<file path="src/rtl/tagdir_pkg.sv">
package tagdir_pkg;
  typedef enum logic [3:0] {
    CMD_ACCESS = 4'd0, CMD_PRESENT = 4'd1, CMD_AVAIL = 4'd2, CMD_ALLOC = 4'd3,
    CMD_DEALLOC = 4'd4, CMD_PROBE = 4'd5, CMD_LOCK = 4'd6, CMD_UNLOCK = 4'd7,
    CMD_LOCKTEST = 4'd8, CMD_SETPERM = 4'd9
  } cmd_e;

  typedef enum logic [2:0] {
    PERM_NONE = 3'd0, PERM_INV = 3'd1, PERM_RO = 3'd2, PERM_RW = 3'd3, PERM_BUSY = 3'd4
  } perm_e;

  typedef enum logic [1:0] {
    KIND_LOAD = 2'd0, KIND_FETCH = 2'd1, KIND_STORE = 2'd2, KIND_ATOMIC = 2'd3
  } kind_e;

  // strobes from control to the storage datapath
  typedef struct packed {
    logic wrTag;
    logic wrPerm;
    logic wrLock;
    logic touch;
  } strobe_t;
endpackage

</file>
<file path="src/rtl/tagdir_store.sv">
module tagdir_store
  import tagdir_pkg::*;
#(
  parameter int SETS   = 4,
  parameter int WAYS   = 4,
  parameter int SET_W  = 2,
  parameter int LINE_W = 26,
  parameter int CTX_W  = 4,
  localparam int WAY_W = $clog2(WAYS)
) (
  input  logic              clk,
  input  logic              rst_n,
  input  logic [SET_W-1:0]  lkSet,
  input  logic [LINE_W-1:0] lkLine,
  input  strobe_t           stb,
  input  logic [WAY_W-1:0]  wrWay,
  input  perm_e             wrPermVal,
  input  logic [CTX_W-1:0]  wrLockVal,
  output logic              hit,
  output logic [WAY_W-1:0]  hitWay,
  output perm_e             hitPerm,
  output logic [CTX_W-1:0]  hitLock,
  output logic              freeAny,
  output logic [WAY_W-1:0]  freeWay,
  output logic [WAY_W-1:0]  victimWay,
  output logic [LINE_W-1:0] victimLine
);
  localparam logic [WAY_W-1:0] OLDEST = WAY_W'(WAYS - 1);

  logic [LINE_W-1:0] tagMem  [SETS][WAYS];
  perm_e             permMem [SETS][WAYS];
  logic [CTX_W-1:0]  lockMem [SETS][WAYS];
  logic [WAY_W-1:0]  ageMem  [SETS][WAYS];

  logic [WAYS-1:0] presentV, matchV, victimV;

  for (genvar w = 0; w < WAYS; w++) begin : g_way
    assign presentV[w] = permMem[lkSet][w] != PERM_NONE;
    assign matchV[w]   = presentV[w] && (tagMem[lkSet][w] == lkLine);
    assign victimV[w]  = ageMem[lkSet][w] == OLDEST;
  end

  always_comb begin
    hitWay    = '0;
    freeWay   = '0;
    victimWay = '0;
    for (int w = WAYS - 1; w >= 0; w--) begin
      if (matchV[w])    hitWay    = WAY_W'(w);
      if (!presentV[w]) freeWay   = WAY_W'(w);
      if (victimV[w])   victimWay = WAY_W'(w);
    end
  end

  assign hit        = |matchV;
  assign freeAny    = ~&presentV;
  assign hitPerm    = permMem[lkSet][hitWay];
  assign hitLock    = lockMem[lkSet][hitWay];
  assign victimLine = tagMem[lkSet][victimWay];

  always_ff @(posedge clk or negedge rst_n) begin
    if (!rst_n) begin
      for (int s = 0; s < SETS; s++) begin
        for (int w = 0; w < WAYS; w++) begin
          tagMem[s][w]  <= '0;
          permMem[s][w] <= PERM_NONE;
          lockMem[s][w] <= '1;
          ageMem[s][w]  <= WAY_W'(w);
        end
      end
    end else begin
      if (stb.wrTag)  tagMem[lkSet][wrWay]  <= lkLine;
      if (stb.wrPerm) permMem[lkSet][wrWay] <= wrPermVal;
      if (stb.wrLock) lockMem[lkSet][wrWay] <= wrLockVal;
      if (stb.touch) begin
        for (int w = 0; w < WAYS; w++) begin
          if (WAY_W'(w) == wrWay) ageMem[lkSet][w] <= '0;
          else if (ageMem[lkSet][w] < ageMem[lkSet][wrWay])
            ageMem[lkSet][w] <= ageMem[lkSet][w] + 1'b1;
        end
      end
    end
  end

  // a line address is present in at most one way of its set
  assert_single_match_R6: assert property (@(posedge clk) disable iff (!rst_n)
    $onehot0(matchV));
  // ages stay a permutation, so exactly one way is oldest
  assert_one_victim_R8: assert property (@(posedge clk) disable iff (!rst_n)
    $onehot(victimV));
endmodule

</file>
<file path="src/rtl/tagdir_ctrl.sv">
module tagdir_ctrl
  import tagdir_pkg::*;
#(
  parameter int ADDR_W = 32,
  parameter int OFF_W  = 6,
  parameter int WAYS   = 4,
  parameter int CTX_W  = 4,
  localparam int WAY_W  = $clog2(WAYS),
  localparam int LINE_W = ADDR_W - OFF_W
) (
  input  logic              clk,
  input  logic              rst_n,
  input  logic              reqValid,
  input  cmd_e              reqCmd,
  input  kind_e             reqKind,
  input  perm_e             reqPerm,
  input  logic [CTX_W-1:0]  reqCtx,
  input  logic              reqTouch,
  input  logic              misalign,
  input  logic              hit,
  input  logic [WAY_W-1:0]  hitWay,
  input  perm_e             hitPerm,
  input  logic [CTX_W-1:0]  hitLock,
  input  logic              freeAny,
  input  logic [WAY_W-1:0]  freeWay,
  input  logic [WAY_W-1:0]  victimWay,
  input  logic [LINE_W-1:0] victimLine,
  output strobe_t           stb,
  output logic [WAY_W-1:0]  wrWay,
  output perm_e             wrPermVal,
  output logic [CTX_W-1:0]  wrLockVal,
  output logic              rspValid,
  output logic              rspHit,
  output logic              rspGranted,
  output logic              rspAvail,
  output logic              rspLocked,
  output logic [WAY_W-1:0]  rspWay,
  output logic [ADDR_W-1:0] rspAddr,
  output logic              errFlag
);
  logic avail, grant, err;

  assign avail = hit | freeAny;
  assign grant = hit && (hitPerm == PERM_RW ||
                 (hitPerm == PERM_RO && (reqKind == KIND_LOAD || reqKind == KIND_FETCH)));

  always_comb begin
    stb       = '0;
    wrWay     = hitWay;
    wrPermVal = PERM_NONE;
    wrLockVal = '1;
    err       = 1'b0;
    unique case (reqCmd)
      CMD_ACCESS: stb.touch = hit;
      CMD_ALLOC: begin
        wrWay = freeWay;
        if (!hit && freeAny) begin
          stb.wrTag  = 1'b1;
          stb.wrPerm = 1'b1;
          stb.wrLock = 1'b1;
          stb.touch  = reqTouch;
          wrPermVal  = PERM_INV;
        end else err = 1'b1;
      end
      CMD_DEALLOC: begin
        stb.wrPerm = hit;
        stb.wrLock = hit;
        err        = !hit;
      end
      CMD_PROBE: err = avail;
      CMD_LOCK: begin
        stb.wrLock = hit;
        wrLockVal  = reqCtx;
        err        = !hit;
      end
      CMD_UNLOCK: begin
        stb.wrLock = hit;
        err        = !hit;
      end
      CMD_LOCKTEST: err = !hit;
      CMD_SETPERM: begin
        stb.wrPerm = hit;
        wrPermVal  = reqPerm;
        err        = !hit;
      end
      default: ;
    endcase
    if (misalign) err = 1'b1;
    if (!reqValid || err) stb = '0;
    if (!reqValid) err = 1'b0;
  end

  always_ff @(posedge clk or negedge rst_n) begin
    if (!rst_n) begin
      rspValid   <= 1'b0;
      rspHit     <= 1'b0;
      rspGranted <= 1'b0;
      rspAvail   <= 1'b0;
      rspLocked  <= 1'b0;
      rspWay     <= '0;
      rspAddr    <= '0;
      errFlag    <= 1'b0;
    end else begin
      rspValid   <= reqValid;
      rspHit     <= hit;
      rspGranted <= reqCmd == CMD_ACCESS && grant;
      rspAvail   <= avail;
      rspLocked  <= reqCmd == CMD_LOCKTEST && hit && hitLock == reqCtx;
      rspWay     <= reqCmd == CMD_ALLOC ? freeWay :
                    reqCmd == CMD_PROBE ? victimWay : hitWay;
      rspAddr    <= reqCmd == CMD_PROBE ? {victimLine, {OFF_W{1'b0}}} : '0;
      errFlag    <= errFlag | err;
    end
  end

  assert_resp_follows_R1: assert property (@(posedge clk) disable iff (!rst_n)
    reqValid |=> rspValid);
  assert_grant_needs_hit_R3: assert property (@(posedge clk) disable iff (!rst_n)
    rspGranted |-> rspHit);
  assert_err_sticky_R11: assert property (@(posedge clk) disable iff (!rst_n)
    errFlag |=> errFlag);
  assert_no_write_on_err_R11: assert property (@(posedge clk) disable iff (!rst_n)
    (stb != '0) |-> reqValid && !misalign);
endmodule

</file>
<file path="src/rtl/tagdir.sv">
module tagdir
  import tagdir_pkg::*;
#(
  parameter int ADDR_W      = 32,
  parameter int CACHE_BYTES = 1024,
  parameter int WAYS        = 4,
  parameter int LINE_BYTES  = 64,
  parameter int INDEX_START = 6,
  parameter int CTX_W       = 4,
  localparam int SETS   = CACHE_BYTES / WAYS / LINE_BYTES,
  localparam int SET_W  = $clog2(SETS),
  localparam int OFF_W  = $clog2(LINE_BYTES),
  localparam int LINE_W = ADDR_W - OFF_W,
  localparam int WAY_W  = $clog2(WAYS)
) (
  input  logic              clk,
  input  logic              rst_n,
  input  logic              reqValid,
  input  logic [3:0]        reqCmd,
  input  logic [ADDR_W-1:0] reqAddr,
  input  logic [1:0]        reqKind,
  input  logic [2:0]        reqPerm,
  input  logic [CTX_W-1:0]  reqCtx,
  input  logic              reqTouch,
  output logic              rspValid,
  output logic              rspHit,
  output logic              rspGranted,
  output logic              rspAvail,
  output logic              rspLocked,
  output logic [WAY_W-1:0]  rspWay,
  output logic [ADDR_W-1:0] rspAddr,
  output logic              errFlag
);
  strobe_t           stb;
  logic [WAY_W-1:0]  wrWay, hitWay, freeWay, victimWay;
  perm_e             wrPermVal, hitPerm;
  logic [CTX_W-1:0]  wrLockVal, hitLock;
  logic              hit, freeAny;
  logic [LINE_W-1:0] victimLine;
  logic [SET_W-1:0]  lkSet;
  logic [LINE_W-1:0] lkLine;
  logic              misalign;

  assign lkSet    = reqAddr[INDEX_START +: SET_W];
  assign lkLine   = reqAddr[ADDR_W-1:OFF_W];
  assign misalign = |reqAddr[OFF_W-1:0];

  tagdir_ctrl #(.ADDR_W(ADDR_W), .OFF_W(OFF_W), .WAYS(WAYS), .CTX_W(CTX_W)) u_ctrl (
    .clk(clk), .rst_n(rst_n), .reqValid(reqValid), .reqCmd(cmd_e'(reqCmd)),
    .reqKind(kind_e'(reqKind)), .reqPerm(perm_e'(reqPerm)), .reqCtx(reqCtx),
    .reqTouch(reqTouch), .misalign(misalign), .hit(hit), .hitWay(hitWay),
    .hitPerm(hitPerm), .hitLock(hitLock), .freeAny(freeAny), .freeWay(freeWay),
    .victimWay(victimWay), .victimLine(victimLine), .stb(stb), .wrWay(wrWay),
    .wrPermVal(wrPermVal), .wrLockVal(wrLockVal), .rspValid(rspValid),
    .rspHit(rspHit), .rspGranted(rspGranted), .rspAvail(rspAvail),
    .rspLocked(rspLocked), .rspWay(rspWay), .rspAddr(rspAddr), .errFlag(errFlag)
  );

  tagdir_store #(.SETS(SETS), .WAYS(WAYS), .SET_W(SET_W), .LINE_W(LINE_W),
                 .CTX_W(CTX_W)) u_store (
    .clk(clk), .rst_n(rst_n), .lkSet(lkSet), .lkLine(lkLine), .stb(stb),
    .wrWay(wrWay), .wrPermVal(wrPermVal), .wrLockVal(wrLockVal), .hit(hit),
    .hitWay(hitWay), .hitPerm(hitPerm), .hitLock(hitLock), .freeAny(freeAny),
    .freeWay(freeWay), .victimWay(victimWay), .victimLine(victimLine)
  );
endmodule

</file>
<file path="config.mk">
export PLATFORM = sky130hd
export DESIGN_NAME = tagdir
export DESIGN_NICKNAME = d
export VERILOG_FILES = /design/src/rtl/tagdir_pkg.sv /design/src/rtl/tagdir_store.sv /design/src/rtl/tagdir_ctrl.sv /design/src/rtl/tagdir.sv
export SDC_FILE = /design/constraint.sdc
export NUM_CORES = 1
export LEC_CHECK = 0
export CAP_MARGIN = 10
export CORE_MARGIN = 1.5
export CORE_UTILIZATION = 54
export CTS_CLUSTER_SIZE = 16
export DETAILED_ROUTE_END_ITERATION = 8
export DONT_BUFFER_PORTS = 1
export GPL_TIMING_DRIVEN = 1
export HOLD_SLACK_MARGIN = 0.06
export PLACE_DENSITY = 0.69
export SYNTH_ARGS = -nofsm -noshare
export SYNTH_HDL_FRONTEND = slang
export SYNTH_SLANG_ARGS = --single-unit
</file>
<file path="constraint.sdc">
create_clock -name clk -period 4.9 [get_ports clk]
set_input_delay 0 -clock clk [delete_from_list [all_inputs] [get_ports clk]]
set_output_delay 0 -clock clk [all_outputs]
set_load 0.01 [all_outputs]
</file>
Word level (Yosys, flattened, before mapping)
Index checks and enable logic that the tools add are counted.

storage, ports and cells
  flip-flop bits (word level) = 600
  bits of input ports = 49
  output and inout bits = 40

cells by class
  add/sub/neg operators = 4
  $lt $le $gt $ge = 10
  equal/unequal tests = 22
  mux-type cells = 91
  bitwise logic cells = 14
  reductions and logical operators = 31

operator list
  kind              number
  $bwmux W416       1
  $mux W32          12
  $mux W104         3
  $bmux W104 S2     1
  $demux W104 S2    1
  $and A32 B32 Y32  4
  $bwmux W32        4
  $not A32 Y32      4
  $eq A26 B26 Y1    4
  $mux W26          3
  $bwmux W64        1
  $demux W8 S2      4
  $bmux W26 S2      1
  $demux W26 S2     1
  $bwmux W48        1
  $mux W16          3
  $mux W12          3
  $mux W2           18
  $bmux W16 S2      1
  $demux W16 S2     1
  $mux W4           7
  $bmux W12 S2      1
  $demux W12 S2     1
  $mux W8           3
  39 further kinds  89

Longest topological paths before layout
Gate-level depths: netlist of the first run.

  depth in word-level cells = 30
  mapped depth = 19

By module
A second synthesis of the first run with hierarchy kept.

second synthesis, totals
  cell total of the unflattened synthesis = 1997
  area, all modules = 28952.8 µm²

modules (own cells, without submodules)
  module        times used  cells an instance  area each (µm²)  seq. area each (µm²)
  tagdir_store  1           1862               27455.1          14113.5
  tagdir_ctrl   1           132                1483.9           850.8
  tagdir        1           3                  13.8             0.0

Worst setup path after synthesis of the first run
No wires, ideal clock.

  path kind = input -> register
  start = input port reqAddr[6]
  end = register u_store.lockMem[12] (netlist bit)
  arrival time = 3.542 ns
  path slack = 1.276 ns
  stages on the path = 15
  buffers on the path = 4
  cells stage by stage = buf_6 > buf_4 > buf_2 > mux4_2 > xnor2_1 > nand2_1 > nor4b_1 > nand3_1 > o2111ai_1 > nand2_1 > buf_2 > nor3_2 > o21ai_1 > nor2_2 > mux2_2

between the ends
  longest elaborated chain between the ends = 19

ends and longest elaborated chain
  what                                                                              line                                                        text
  start, declared                                                                   tagdir.sv:20                                                input logic [ADDR_W-1:0] reqAddr,
  $not A2 Y3 (implied by the code)                                                  tagdir_store.sv:38, tagdir_store.sv:39, tagdir_store.sv:73
  $bmux W104 S2 / $bmux W12 S2 (equally long branches)                              tagdir_store.sv:39, tagdir_store.sv:38
  $mux W104 (implied by the code) / $mux W12 (equally long branches) (2 in series)  tagdir_store.sv:39, tagdir_store.sv:38
  $eq A26 B26 Y1 / $reduce_bool A3 Y1 (equally long branches)                       tagdir_store.sv:39, tagdir_store.sv:38
  $logic_and A1 B1 Y1                                                               tagdir_store.sv:39                                          assign matchV[w] = presentV[w] && (tagMem[lkSet][w] == lkLine);
  $mux W2 (4 in series)                                                             tagdir_store.sv:48                                          if (matchV[w]) hitWay = WAY_W'(w);
  $mux W2                                                                           tagdir_ctrl.sv:53                                           unique case (reqCmd)
  $not A2 Y3 (implied by the code)                                                  tagdir_store.sv:73                                          if (stb.wrLock) lockMem[lkSet][wrWay] <= wrLockVal;
  $ge A3 B3 Y1 (implied by the code) / $lt A3 B1 Y1 (equally long branches)         tagdir_store.sv:73
  $logic_and A1 B1 Y1 (implied by the code)                                         tagdir_store.sv:73
  $mux W4 (implied by the code)                                                     tagdir_store.sv:73
  $demux W4 S2                                                                      tagdir_store.sv:73
  $mux W16 (implied by the code)                                                    tagdir_store.sv:73
  $demux W16 S2                                                                     tagdir_store.sv:73
  $bwmux W64                                                                        tagdir_store.sv:73
  end signal, assigned by index                                                     tagdir_store.sv:73
  end, declared                                                                     tagdir_store.sv:32                                          logic [CTX_W-1:0] lockMem [SETS][WAYS];

Several ways; a longest one is shown, not always the timed one. The select of a mux whose other input is x is not followed.
A chain may end at the register's enable or synchronous reset.

Worst setup path after layout of the first run
  start = register u_store.permMem[0] (netlist bit)
  end = register u_store.tagMem[77] (netlist bit)

between the ends
  longest elaborated chain between the ends = 18

ends and longest elaborated chain
  what                                                                       line                text
  start, declared                                                            tagdir_store.sv:31  perm_e permMem [SETS][WAYS];
  start signal, assigned by index                                            tagdir_store.sv:72  if (stb.wrPerm) permMem[lkSet][wrWay] <= wrPermVal;
  $bmux W12 S2 (*)                                                           tagdir_store.sv:38  assign presentV[w] = permMem[lkSet][w] != PERM_NONE;
  $mux W12 (*) (2 in series)                                                 n/a
  $reduce_bool A3 Y1 (*)                                                     tagdir_store.sv:38
  $logic_and A1 B1 Y1                                                        tagdir_store.sv:39
  $mux W2 (4 in series)                                                      tagdir_store.sv:48
  $mux W2                                                                    tagdir_ctrl.sv:53
  $not A2 Y3 (implied by the code)                                           tagdir_store.sv:71  if (stb.wrTag) tagMem[lkSet][wrWay] <= lkLine;
  $ge A3 B3 Y1 (implied by the code) / $lt A3 B1 Y1 (equally long branches)  tagdir_store.sv:71
  $logic_and A1 B1 Y1 (implied by the code)                                  tagdir_store.sv:71
  $mux W26 (implied by the code)                                             tagdir_store.sv:71
  $demux W26 S2                                                              tagdir_store.sv:71
  $mux W104 (implied by the code)                                            tagdir_store.sv:71
  $demux W104 S2                                                             tagdir_store.sv:71
  $bwmux W416                                                                tagdir_store.sv:71
  end signal, assigned by index                                              tagdir_store.sv:71
  end, declared                                                              tagdir_store.sv:30  logic [LINE_W-1:0] tagMem [SETS][WAYS];

Every way passes the cells marked *; elsewhere a longest branch is shown, timed or not. The select of a mux whose other input is x is not followed.

==> results of run 1 <==
-- placed cells by master, fill, tap and decap left out, types with 45 or more instances in the layout --
cell type	Yosys	layout
xnor2_1	98	98
dfrtp_1	514	514
a211oi_1	58	58
nand2_1	55	55
mux4_2	131	131
dfstp_2	80	80
clkbuf_16	0	61
buf_4	14	47
dlygate4sd3_1	0	45
nor2_1	54	54
mux2_2	481	481
-- what timing repair did --
item | 4_1_cts | 5_1_grt
hold endpoints to repair | 1049 | 594
setup endpoints to repair | 0 | 38
gates resized for setup | 0 | 1
-- path summary, 6_finish.rpt --
path                            slack, ns                 end          startpoint  cells past startpoint
max in group asynchronous            3.17  u_store.ageMem[15]               rst_n                      0
worst min register to register       0.48  u_store.tagMem[53]  u_store.tagMem[53]                      1
worst max-delay path                 0.11  u_store.tagMem[77]  u_store.permMem[0]                     11
worst min-delay path                -0.92    u_ctrl.rspLocked               rst_n                      0
min in group clk                     0.08    u_ctrl.rspLocked          reqAddr[7]                      5
worst max register to register       0.11  u_store.tagMem[77]  u_store.permMem[0]                     11
-- stage by stage --
step                total power [W]  instances  utilization  setup slack [ns]  hold slack (ns)
detailed placement          0.00526       2719        0.557             0.236           -0.258
global route                 0.0103       2876        0.604            0.0739           -0.939
CTS                          0.0101       2876        0.604             0.114           -0.931
floorplan                   0.00530       2141            -              1.28           -0.296
finish                       0.0100       2877        0.604             0.106           -0.916
global placement            0.00526       2719        0.557             0.284           -0.275
-- layout make-up --
type,instances,area (um^2),share of cell area
Timing Repair Buffer,103,1020,0.0314
Clock inverter,26,317,0.00972
Antenna cell,1,2.50,0.0000768
Inverter,21,78.8,0.00242
Multi-Input combinational cell,1352,13600,0.417
Sequential cell,594,15000,0.460
Clock buffer,84,1730,0.0532
Tap cell,696,871,0.0267
-- critical path: cells and delay by family (launching register included) --
| kind | cells | cell delay (ns) |
|---|---|---|
| and+or+nand+nor | 8 | 3.15 |
| buffers and inverters | 1 | 0.31 |
| muxes | 2 | 0.79 |
| DFF | 1 | 0.39 |
-- kinds of logic after synthesis --
kind of cell | count (synthesis) | synth area share
simple gates | 368 | 0.0750
compound gates | 213 | 0.0516
other cells | 1 | 0.000127
fa+ha+maj | 6 | 0.00246
buf+inv | 195 | 0.0325
flops | 594 | 0.508
mux | 654 | 0.299
xor+xnor | 105 | 0.0315
-- where the power goes --
part / switching (W) / internal [W] / total, W
sequential: 0.00000377 / 0.00492 / 0.00492
clock: 0.00197 / 0.00278 / 0.00476
combinational: 0.000207 / 0.000142 / 0.000349
-- layer usage --
metal	wire, um	vias to the layer above	track usage	part of all wire
li1	-	7902	-	-
met1	35100	10000	0.414	0.44
met2	37500	661	0.453	0.47
met3	4910	130	0.0485	0.062
met4	2080	0	0.0849	0.026
met5	0	-	0	0
-- flip-flops by register name, summed over array words and instances (netlist names) --
signal,count
u_store.ageMem,32
u_ctrl.rspLocked,1
u_store.lockMem,64
u_store.tagMem,416
u_ctrl.errFlag,1
u_ctrl.rspAddr,26
u_ctrl.rspAvail,1
u_ctrl.rspHit,1
u_ctrl.rspValid,1
u_store.permMem,48
u_ctrl.rspGranted,1
u_ctrl.rspWay,2
==> flow_summary.json, run 1 <==
{
  "status": "complete, but fails checks",
  "violations": "hold timing, slew limit",
  "setup_viol": 0,
  "synthCells": 2136,
  "async_flop_share": 1.00,
  "drive_above_1_share": 0.413,
  "fmax_ghz": 0.209,
  "path_class": "reg -> reg",
  "holdWs_ns": -0.916,
  "synth_top_area_cell": "dfrtp_1",
  "cts_tree": "yes",
  "tritoncts_num_sinks": 594,
  "synth_seq_cells": 594,
  "slowest_stage": "nor2_4",
  "cts_buffer_depth": 3,
  "power.density_nw_per_um2": 308,
  "gr-total-overflow": 0,
  "drt_wl_total_mm": 79.6,
  "cts_hold_buf": 47,
  "crit_chain": "mux4_2 -> or3_1 -> nand2_1 -> or2_1 -> nor4_1 -> nand4bb_1 -> or2_2 -> nor2_4 -> nand3_4 -> buf_12 -> mux2_1",
  "tightest_slew_ns": 3.40,
  "post-cts-setup-buffers": 0,
  "maxCapViolCount": 0,
  "clock_skew_ns": 0.0214,
  "ys_seq_area_frac": 0.508,
  "end_kind": "flip-flop",
  "crit_path_max_incr_delay_ns": 0.89,
  "syn_area_per_cell_um2": 13.8,
  "relSlewSlack": -1.27,
  "route.detailed.drc": 0,
  "area_growth_pct": 10.5,
  "cts_made_buffers": 61,
  "final_max_slew_viol_count": 505,
  "yosysUniqueCellTypes": 83,
  "antenna_found_initial": 0,
  "ir_drop_mv": 0.285,
  "start_kind": "flip-flop",
  "rows": 85,
  "vias": 18700,
  "synth_ff_type": "dfrtp_1",
  "yosys_warnings": 0,
  "final_area_um2": 32600,
  "n_fill_cell": 4068,
  "die_x_um": 237,
  "cts_root_buffer": "clkbuf_16",
  "num_io_pins": 89,
  "yosys-top-cells-area": "dfrtp_1, mux2_2, mux4_2",
  "avgViaCountPerCell": 6.50,
  "die_h_um": 237,
  "gp_congestion": 0.962,
  "synth_top_area_frac": 0.437,
  "die_area_um2": 56000,
  "synth_edf_count": 0,
  "crit_arrival_ns": 5.31,
  "routedWlPerCell_um": 27.7,
  "rsz0062_at_grt": "false",
  "first_global_vias": 19200,
  "dpl-instance-area_um2": 30000,
  "finalHoldViolCount": 577,
  "io_buffers": 0,
  "netlist_area_um2": 29500,
  "grt_first_pass_wirelength_mm": 122,
  "grt.total_usage": 0.288,
  "cts_max_level": 2,
  "ant_nets": 0,
  "synthTopCellsByCount": "dfrtp_1, mux2_2, mux4_2",
  "firstDrtPassIters": 7,
  "hpwl_mm": 48.7,
  "synth_most_common_cell": "dfrtp_1",
  "min_period_ns": 4.79,
  "p_leak_nw": 14.8,
  "fin_setup_tns_ns": 0,
  "required_ns": 5.41,
  "final_nets": 2186,
  "grt_max_degree": 595,
  "finalCritPeriodShare": 0.978,
  "clkLatencyLatePin_ns": 0.64,
  "start_util": 0.546,
  "min_path_type": "in -> async",
  "drt-initial-drc-count": 1719,
  "cts.clk_slew.worst_paths_ns": 0.06,
  "cp_max_fo": 26,
  "coreArea_um2": 53900
}
Note: power is estimated with default switching activity, not from simulation.
==> run 2: changes to the inputs <==
--- a/config.mk
+++ b/config.mk
@@ -7,13 +7,13 @@
 export LEC_CHECK = 0
 export CAP_MARGIN = 10
 export CORE_MARGIN = 1.5
-export CORE_UTILIZATION = 54
+export CORE_UTILIZATION = 30
 export CTS_CLUSTER_SIZE = 16
 export DETAILED_ROUTE_END_ITERATION = 8
 export DONT_BUFFER_PORTS = 1
 export GPL_TIMING_DRIVEN = 1
 export HOLD_SLACK_MARGIN = 0.06
-export PLACE_DENSITY = 0.69
+export PLACE_DENSITY = 0.47
 export SYNTH_ARGS = -nofsm -noshare
 export SYNTH_HDL_FRONTEND = slang
 export SYNTH_SLANG_ARGS = --single-unit
==> run 2 against run 1 <==
Effect of this change:
- the run now ends clean
- global-route usage fell by 11 points
- worst hold slack improved by 1.0 ns
- design area up 3.6%
- clock power rose by 11%
- sequential share of layout area down 1.6 points
- sequential power about the same
- flip-flop and latch count stayed put
- critical path depth up 2
- largest power group is now clock
==> flow_summary.json, run 2 (synthesized netlist as in run 1, its figures left out) <==
{
  "status": "finished, final reports clean",
  "crit_path_max_incr_delay_ns": 0.53,
  "gp_congestion": 0.893,
  "die_area_um2": 100000,
  "p_leak_nw": 15.0,
  "finalCritPeriodShare": 0.953,
  "final_cell_mix": "dfrtp_1, mux2_2, mux4_2",
  "regToRegStartpoint": "u_store.tagMem[29]",
  "start_util": 0.304,
  "coreArea_um2": 97000,
  "firstDrtPassIters": 5,
  "layout_commonest_cell": "dfrtp_1",
  "cts_max_level": 3,
  "slowest_stage": "mux4_2",
  "required_ns": 5.41,
  "area_growth_pct": 14.5,
  "path_class": "reg -> reg",
  "min_period_ns": 4.67,
  "top_regs": "u_store.tagMem: 416 flops, u_store.lockMem: 64 flops, u_store.permMem: 48 flops",
  "grt_max_degree": 595,
  "clock_skew_ns": 0.0335,
  "r2r-end": "u_store.ageMem[29]",
  "clkLatencyLatePin_ns": 0.64,
  "drt-initial-drc-count": 1287,
  "rrSetupSlack_ns": 0.23,
  "end_kind": "flip-flop",
  "rows": 114,
  "gr-total-overflow": 0,
  "power.density_nw_per_um2": 316,
  "n_fill_cell": 9359,
  "maxCapViolCount": 0,
  "finalHoldViolCount": 0,
  "route.detailed.drc": 0,
  "routedWlPerCell_um": 25.8,
  "regMostFlops": "u_store.tagMem",
  "ant_nets": 0,
  "seq_area_um2": 15000,
  "crit_arrival_ns": 5.18,
  "drive_above_1_share": 0.418,
  "cts_buffer_depth": 3,
  "n_antenna_cell": 0,
  "final_nets": 2207,
  "rr_worst_depth": 13,
  "die_h_um": 316,
  "avgViaCountPerCell": 5.32,
  "multi_input_area_um2": 13600,
  "cts_made_buffers": 70,
  "io_buffers": 0,
  "grt_first_pass_wirelength_mm": 135,
  "num_io_pins": 89,
  "cp_max_fo": 11,
  "largest_reg_flops": 416,
  "vias": 18500,
  "start_kind": "flip-flop",
  "tightest_slew_ns": 1.08,
  "drt_wl_total_mm": 89.7,
  "ir_drop_mv": 0.212,
  "antenna_found_initial": 2,
  "dp_slack_ns": 0.228,
  "hpwl_mm": 54.0,
  "rsz0062_at_grt": "false",
  "fmax_ghz": 0.214,
  "first_global_vias": 19700,
  "fin_setup_tns_ns": 0,
  "cts.clk_slew.worst_paths_ns": 0.06,
  "min_path_type": "in -> async",
  "die_x_um": 316,
  "setup_viol": 0,
  "cts_tree": "yes",
  "crit_chain": "mux4_2 -> xnor2_1 -> nand4_1 -> nor4_1 -> nor4b_2 -> o2111ai_2 -> and2_1 -> nor2_1 -> buf_4 -> o2bb2ai_1 -> maj3_2 -> o21ai_0 -> a32o_1",
  "tritoncts_num_sinks": 594,
  "relSlewSlack": 0.276,
  "cts_root_buffer": "clkbuf_16",
  "grt.total_usage": 0.181,
  "timing.final.ws_setup_ns": 0.229,
  "final_max_slew_viol_count": 0
}
## run 2: report_power, final
part / internal (W) / switching [W]
sequential: 0.00492 / 0.00000361
clock: 0.00319 / 0.00208
combinational: 0.000155 / 0.000301
## run 2: area by class of cell
class,instances,area share
Clock inverter,14,0.00682
Timing Repair Buffer,115,0.0353
Multi-Input combinational cell,1352,0.403
Inverter,21,0.00234
Clock buffer,105,0.0615
Tap cell,1276,0.0473
Sequential cell,594,0.443
## run 2: worst max-delay path by stage
stage,startpoint,end,slack [ns],depth (start not counted)
3_5_place_dp,u_store.tagMem[118],u_store.permMem[19],0.23,11
2_1_floorplan,reqAddr[6],u_store.lockMem[12],1.28,15
5_1_grt,u_store.permMem[19],u_store.lockMem[12],0.02,11
4_1_cts,u_store.tagMem[12],u_ctrl.rspLocked,0.19,13
3_3_place_gp,u_store.tagMem[14],u_store.permMem[18],0.19,11
6_report,u_store.tagMem[29],u_store.ageMem[29],0.23,13
## run 2: stage by stage
step	cells	hold slack, ns	util	instance area [um^2]	power, W
finish	3477	0.111	0.348	33700	0.0106
global route	3477	0.119	0.348	33700	0.0110
CTS	3471	-0.933	0.346	33600	0.0107
detailed placement	3309	-0.265	0.318	30800	0.00527
global placement	3309	-0.263	0.318	30800	0.00527
floorplan	2141	-0.296	-	29500	0.00530
## run 2: critical path, delay by kind of cell (launching register included)
family / cells / cell delay [ns]
AO/OA/AOI/OAI: 4 / 0.84
XOR/XNOR: 1 / 0.48
multiplexers: 1 / 0.53
adder cells (fa/ha/maj): 1 / 0.34
flip-flops: 1 / 0.37
AND/OR/NAND/NOR: 5 / 1.78
buffers and inverters: 1 / 0.21
## run 2: repair_timing
action	4_1_cts	5_1_grt
setup buffers	0	0
setup endpoints to repair	0	62
hold buffers	43	3
resized for setup	0	5
hold endpoints to repair	1018	218
## run 2: layer usage
metal,global-route usage,vias up,share of wire
met1,0.255,9905,0.46
met5,0,-,0
met4,0.0466,0,0.023
met3,0.0283,141,0.047
li1,-,7960,-
met2,0.291,492,0.47
==> run 3: changes to the inputs <==
--- a/config.mk
+++ b/config.mk
@@ -6,6 +6,7 @@
 export NUM_CORES = 1
 export LEC_CHECK = 0
 export CAP_MARGIN = 10
+export CORE_ASPECT_RATIO = 0.75
 export CORE_MARGIN = 1.5
 export CORE_UTILIZATION = 30
 export CTS_CLUSTER_SIZE = 16
@@ -13,6 +14,7 @@
 export DONT_BUFFER_PORTS = 1
 export GPL_TIMING_DRIVEN = 1
 export HOLD_SLACK_MARGIN = 0.06
+export MAX_ROUTING_LAYER = met4
 export PLACE_DENSITY = 0.47
 export SYNTH_ARGS = -nofsm -noshare
 export SYNTH_HDL_FRONTEND = slang
==> run 3 against run 2 <==
Effect of this change:
- the flow now finishes with violations (hold timing, slew limit)
- setup slack lost 0.11 ns
- clock-buffer cell count shrank 8
- non-clock buffer count shrank 4
- worst hold slack lost 0.96 ns
- clock power shrank 2%
- register-to-register slack gained 0.03 ns
- sequential share of layout area is essentially flat
- core utilization shrank 0.10 points
- largest cell class unchanged
==> flow_summary.json, run 3 (synthesized netlist as in run 1, its figures left out) <==
{
  "layout_commonest_cell": "dfrtp_1",
  "violations": "hold timing, slew limit",
  "n_antenna_cell": 0,
  "vias": 18500,
  "gp_congestion": 0.902,
  "num_io_pins": 89,
  "finalCritPeriodShare": 0.976,
  "r2r-end": "u_store.lockMem[62]",
  "largest_reg_flops": 416,
  "grt_max_degree": 595,
  "crit_chain": "dlygate4sd3_1 -> buf_12 -> mux4_2 -> or3_1 -> nand2_1 -> nor4b_2 -> nand4bb_1 -> or2_2 -> nor2_4 -> o21ai_1 -> nor2_2 -> mux2_2",
  "first_global_vias": 19100,
  "dp_slack_ns": 0.219,
  "rrSetupSlack_ns": 0.26,
  "final_max_slew_viol_count": 481,
  "start_kind": "input pin",
  "final_cell_mix": "dfrtp_1, mux2_2, mux4_2",
  "ant_nets": 0,
  "grt_util_met3": 0.0298,
  "tightest_slew_ns": 3.52,
  "crit_path_max_incr_delay_ns": 1.02,
  "antenna_found_initial": 2,
  "regMostFlops": "u_store.tagMem",
  "holdWs_ns": -0.846,
  "finalHoldViolCount": 579,
  "clock_skew_ns": 0.0288,
  "grt_first_pass_wirelength_mm": 133,
  "n_fill_cell": 9396,
  "io_buffers": 0,
  "cts_buffer_depth": 3,
  "final_nets": 2201,
  "met1_usage": 0.266,
  "start_util": 0.303,
  "use_met2": 0.271,
  "route.detailed.drc": 0,
  "crit_arrival_ns": 5.31,
  "fin_setup_tns_ns": 0,
  "die_area_um2": 100000,
  "gr-total-overflow": 0,
  "cts_root_buffer": "clkbuf_16",
  "avgViaCountPerCell": 5.29,
  "finalPower_w": 0.0104,
  "critical_path.top_delay_family": "simple AND/OR/NAND/NOR gates",
  "ir_drop_mv": 0.240,
  "final_area_um2": 33700,
  "regToRegStartpoint": "u_store.permMem[7]",
  "post-cts-setup-buffers": 0,
  "timing.final.ws_setup_ns": 0.118,
  "rows": 99,
  "status": "complete, but fails checks",
  "hpwl_mm": 54.4,
  "maxCapViolCount": 0,
  "cts_max_level": 3,
  "cts_hold_buf": 44,
  "top_regs": "u_store.tagMem: 416 flops, u_store.lockMem: 64 flops, u_store.permMem: 48 flops",
  "fmax_ghz": 0.209,
  "min_period_ns": 4.78,
  "rsz0062_at_grt": "false",
  "die_h_um": 274,
  "power.density_nw_per_um2": 309,
  "area_growth_pct": 14.5,
  "cts_tree": "yes",
  "required_ns": 5.43,
  "cts.clk_slew.worst_paths_ns": 0.06,
  "busiest_layer": "met2",
  "routedWlPerCell_um": 25.5,
  "relSlewSlack": -1.35,
  "drive_above_1_share": 0.421,
  "p_leak_nw": 15.0,
  "cp_max_fo": 149,
  "cp.buffers_inverters": 2,
  "slowest_stage": "dlygate4sd3_1",
  "clkLatencyLatePin_ns": 0.62,
  "die_x_um": 365,
  "tritoncts_num_sinks": 594,
  "dpl-instance-area_um2": 30900,
  "rr_worst_depth": 11,
  "drt_wl_total_mm": 89.3,
  "firstDrtPassIters": 5,
  "path_class": "in -> reg",
  "drt-initial-drc-count": 1336,
  "cts_made_buffers": 68,
  "end_kind": "flip-flop",
  "coreArea_um2": 97200,
  "min_path_type": "in -> async",
  "grt.total_usage": 0.186,
  "setup_viol": 0
}
run 3: changes by cell type in the layout (fill, tap and decap cells not counted), sizes merged:
cell / change
buf: -3
dlygate4sd3: -1
clkbuf: -8
clkinv: +2
bufinv: +1
inv: +1
run 3: final cells by class:
type	count	area (um^2)	area share
Timing Repair Buffer	111	1140	0.0338
Tap cell	1313	1640	0.0487
Multi-Input combinational cell	1352	13700	0.405
Sequential cell	594	15000	0.444
Clock buffer	97	1970	0.0585
Clock inverter	18	260	0.00772
Inverter	21	78.8	0.00234
run 3: report_power, final:
part / leakage (nW) / switching, W / total (W) / internal, W
clock network: 1.09 / 0.00204 / 0.00515 / 0.00311
registers: 7.95 / 0.00000376 / 0.00492 / 0.00492
logic: 5.95 / 0.000209 / 0.000359 / 0.000149
run 3: worst max-delay path by stage:
stage                        start  cells past startpoint  slack (ns)             endpoint
2_1_floorplan           reqAddr[6]                     15        1.28  u_store.lockMem[12]
3_3_place_gp    u_store.tagMem[63]                     11        0.28  u_store.lockMem[60]
3_5_place_dp    u_store.permMem[7]                     11        0.22  u_store.lockMem[62]
4_1_cts        u_store.tagMem[118]                     13        0.07     u_ctrl.rspLocked
5_1_grt                 reqAddr[7]                     12        0.01  u_store.lockMem[62]
6_report                reqAddr[7]                     12        0.12  u_store.lockMem[62]
run 3: what timing repair did:
item                                    in CTS  in global routing
endpoints found under the hold margin     1028                594
resized for setup                            0                 13
endpoints found under the setup margin       0                 11
run 3: per-stage QoR:
stage / hold slack [ns] / utilization / instances
6_report: -0.846 / 0.347 / 3506
5_1_grt: -0.883 / 0.347 / 3506
3_3_place_gp: -0.271 / 0.318 / 3347
4_1_cts: -0.921 / 0.346 / 3506
2_1_floorplan: -0.296 / - / 2141
3_5_place_dp: -0.251 / 0.318 / 3347
run 3: worst reg2reg max path, stage by stage, from the launching register on:
cell	delay [ns]
dfrtp_1	0.37
mux4_2	0.48
or3_1	0.54
nand4_1	0.19
nor4_1	0.08
nand3_1	0.12
nand4bb_1	0.29
or2_2	0.44
nor2_4	0.80
o21ai_1	0.49
nor2_2	0.39
mux2_2	0.38
run 3: layer usage:
layer / vias up / part of all wire / routed length, um
met5: - / 0 / 0
met4: 0 / 0.022 / 1990
met3: 140 / 0.045 / 4060
met1: 10000 / 0.48 / 43200
met2: 426 / 0.45 / 40100
li1: 7954 / - / -
